===== src/rtl/bus_parity.sv =====
module bus_parity #(
  parameter int AD_W  = 32,
  parameter int CBE_W = 4
) (
  input  logic             clk,
  input  logic             rst_n,
  input  logic [AD_W-1:0]  ad,
  input  logic [CBE_W-1:0] cbe,
  input  logic             addr_phase,
  input  logic             data_phase,
  input  logic             is_initiator,
  input  logic             is_write,
  input  logic             par_in,
  input  logic             nmi_en,
  input  logic             smi_en,
  input  logic             sts_clr,
  output logic             par_out,
  output logic             par_oe,
  output logic             perr_sts,
  output logic             nmi_evt,
  output logic             smi_evt
);
  localparam int PW = AD_W + CBE_W;

  logic [PW-1:0] bits;
  logic phase, drive, check, chk_q, mismatch;

  assign bits  = {cbe, ad};
  assign phase = addr_phase | data_phase;
  assign drive = (addr_phase & is_initiator) | (data_phase & (is_initiator ~^ is_write));
  assign check = data_phase & ~addr_phase & ~is_initiator & is_write;
  assign mismatch = chk_q & (par_in != par_out);

  always_ff @(posedge clk or negedge rst_n) begin
    if (!rst_n) begin
      par_out  <= 1'b0;
      par_oe   <= 1'b0;
      chk_q    <= 1'b0;
      perr_sts <= 1'b0;
      nmi_evt  <= 1'b0;
      smi_evt  <= 1'b0;
    end else begin
      if (phase) par_out <= ^bits;
      par_oe  <= drive;
      chk_q   <= check;
      nmi_evt <= mismatch & nmi_en;
      smi_evt <= mismatch & smi_en;
      if (mismatch)     perr_sts <= 1'b1;
      else if (sts_clr) perr_sts <= 1'b0;
    end
  end
endmodule


===== config.mk =====
export PLATFORM = sky130hd
export DESIGN_NAME = bus_parity
export DESIGN_NICKNAME = d
export VERILOG_FILES = /design/src/rtl/bus_parity.sv
export SDC_FILE = /design/constraint.sdc
export NUM_CORES = 1
export LEC_CHECK = 0
export ABC_AREA = 1
export BUFFER_PORTS_ARGS = -buffer_cell sky130_fd_sc_hd__clkbuf_2
export CAP_MARGIN = 20
export CORE_ASPECT_RATIO = 1.4
export CORE_MARGIN = 2
export CORE_UTILIZATION = 45
export CTS_BUF_LIST = sky130_fd_sc_hd__clkbuf_2
export CTS_CLUSTER_SIZE = 10
export DETAILED_ROUTE_END_ITERATION = 8
export PLACE_DENSITY = 0.76
export SYNTH_ARGS = -nofsm -noshare
export SYNTH_HDL_FRONTEND = slang
export SYNTH_SLANG_ARGS = --single-unit

===== constraint.sdc =====
create_clock -name clk -period 1.7 [get_ports clk]
set_input_delay 0.17 -clock clk [delete_from_list [all_inputs] [get_ports clk]]
set_output_delay 0.17 -clock clk [all_outputs]
set_load 0.01 [all_outputs]

==> metrics.md <==
| Metric | Value |
|---|---|
| Status | `finished, final reports clean` |
| Worst-path clk slew | `0.06 ns` |
| Most frequent cells in the layout | `153 x nand2_1, 53 x clkbuf_2, 27 x inv_1, 24 x nand2_2, 16 x inv_2` |
| PwrDens | `422 nW/um^2` |
| Fmax | `972 MHz` |
| Crit path arrival time | `1.14 ns` |
| # Max-Cap Violations | `0` |
| Fillers | `293` |
| Sum of negative setup slack | `0 ns` |
| CTS Buf Count | `3` |
| Max clock buf depth | `2` |
| Syn_nets | `296` |
| Clk pwr share | `0.151` |
| Max_slew headroom | `0.863` |
| # DRC | `0` |
| Seq/Total Area, Yosys | `0.127` |
| Setup bufs post-CTS | `0` |
| Site Rows | `22` |
| Clk_lat worst skew | `0.22 ns` |
| Detailed placement HPWL | `1970 microns` |
| Switch share | `0.432` |
| Fin cells | `340` |
| Seq pwr share | `0.255` |
| Io pins | `51` |
| Clk_skew | `0.00870 ns` |
| Net switching power figure | `0.275 mW` |
| Hold WS | `0.138 ns` |
| Max FO, Critical Path | `3` |
| Crit end category | `flop` |
| Die Area | `3070 sq um` |
| DP Worst Slack | `0.433 ns` |
| Internal | `0.361 mW` |
| WP data required | `1.82 ns` |
| Root buf cell | `clkbuf_2` |
| Die W | `47.4 microns` |
| H-tree Lvls | `1` |
| Pins Over Slew Limit | `0` |
| Via count | `1467` |
| Most used cell along the critical path | `nand2_1` |
| Period utilization | `0.605` |
| Final setup fails | `0` |
| CP max stage cell | `nand2_1` |
| DRT antenna net count | `0` |
| Final Hold Fails | `0` |
| Final-stage net count | `352` |
| Most common cell after layout, fill and taps aside | `nand2_1` |
| Initial Utilization | `0.463` |
| Chip height | `64.7 microns` |
| CTS resizes | `0` |
| Design area | `1510 sq um` |
| Vias/cell | `4.31` |
| Reg area | `150 sq um` |
| Layout area overhead | `27.0%` |
| Routed WL | `2100 microns` |
| Leak Pwr | `1.08 nW` |
| Synthesized area per cell | `4.74 sq um` |
| Startpoint types | `input pin` |
| Flip-flop and latch count after synthesis | `6` |
| Tmin final | `1.03 ns` |
| Starting DRT DRC Count | `15` |
| Cells after synthesis | `250` |
| CP max stage delay | `0.11 ns` |
| Antenna cell count | `0` |
| RePlAce Congestion | `0.774` |
| Final core utilization | `0.588` |
| First-pass GRT wire length | `3820 microns` |
| Gate power share | `0.594` |
| Yosys cell types | `13` |
| Cells after DPL | `336` |
| Synth Cell Area | `1180 sq um` |
| Worst-Margin Slew | `0.204 ns` |
| Initial antenna violation count | `0` |
| Placed cell area | `1480 sq um` |
| Largest net degree at the start of global routing | `7` |
| Port Buf Inserts | `50` |
| Multi-input logic area | `873 sq um` |
| Total GRT Usage | `0.158` |
| Ys Warns | `0` |
| Worst VDD drop | `0.187 mV` |
| Layout cells sized above 1 | `0.326` |
| Wirelength per Cell | `6.17 microns` |
| Post-route setup slack | `0.671 ns` |
| Hold crit path type | `in -> reg` |
| CP Class | `in -> reg` |
| CTS tree | `done` |
| Number of global-route vias before repair | `1145` |
| Design Power | `0.635 mW` |
| Post-CTS Hold Buffers | `1` |
| Global route overflow | `0` |
| RSZ-0062 raised after global routing | `no` |
| Clock sinks | `6` |
| Core ar. | `2560 sq um` |
| Pre-antenna DRT Iters | `4` |
| Worst path cell trace | `clkbuf_2 > inv_1 > nand2_1 > nand2_1 > nand2_2 > nand2_2 > inv_2 > nand2_1 > nand2_2 > nand2_1 > nand2_1 > nand2_1 > nand3_1 > nand3_1 > nand2_1` |
-- cells by family (layout without fill, tap and decap cells) --
family                    Yosys count  after routing  share of synthesized area
xor gates and xnor gates            4              4                     0.0296
and+or+nand+nor                   196            196                      0.703
DFF                                 6              6                      0.127
AOI/OAI and AO/OA                   1              1                    0.00422
buffers and inverters              43             97                      0.136
-- synthesized netlist by cell type --
cell type | count | area (sq um)
nor2_2 | 2 | 12.5
nand3_1 | 7 | 35.0
nand2_4 | 2 | 22.5
nor2_1 | 5 | 18.8
inv_1 | 27 | 101
nand2_1 | 153 | 574
nand2_2 | 24 | 150
inv_2 | 16 | 60.1
dfrtp_1 | 6 | 150
or2_2 | 2 | 12.5
nor3b_1 | 1 | 7.51
xnor2_1 | 4 | 35.0
o21ai_0 | 1 | 5.00
-- power groups by stage --
stage	Sequential, mW	Combinational, mW	Clock (mW)
finish	0.162	0.377	0.0958
global route	0.164	0.443	0.114
CTS	0.163	0.384	0.0977
detailed placement	0.165	0.380	0
global placement	0.165	0.374	0
floorplan	0.170	0.258	0
-- sequential cells by signal, summed over array words and instances, names as in the netlist --
signal	cells
chk_q	1
nmi_evt	1
par_oe	1
par_out	1
perr_sts	1
smi_evt	1
-- final timing paths --
check	to	slack, ns	start	cells past startpoint
min reg2reg	par_out	0.52	par_out	2
min	chk_q	0.14	addr_phase	2
max reg2reg	perr_sts	0.69	par_out	3
max	par_out	0.67	ad[29]	15
max in group asynchronous	smi_evt	1.23	rst_n	2
min in group asynchronous	perr_sts	0.31	rst_n	2
-- worst max-delay path, delay by kind of cell --
family / cells / cell delay (ns)
buffers and inverters: 3 / 0.19
and+or+nand+nor: 12 / 0.78
-- per-layer routing --
metal	track usage	wire (microns)	share of wire	vias to the layer above
met5	0	0	0	-
met4	0.0417	8	0.0038	0
met3	0.0251	111	0.053	2
met2	0.292	1140	0.54	29
met1	0.172	843	0.40	605
li1	-	-	-	831
-- layout make-up --
type,instances,share of cell area
timing repair buffer,51,0.173
tap,36,0.0299
clock buffer,3,0.00998
inverter,43,0.107
sequential,6,0.0998
multi-input combinational,201,0.580
No activity file was read; power rests on OpenSTA's default activity.
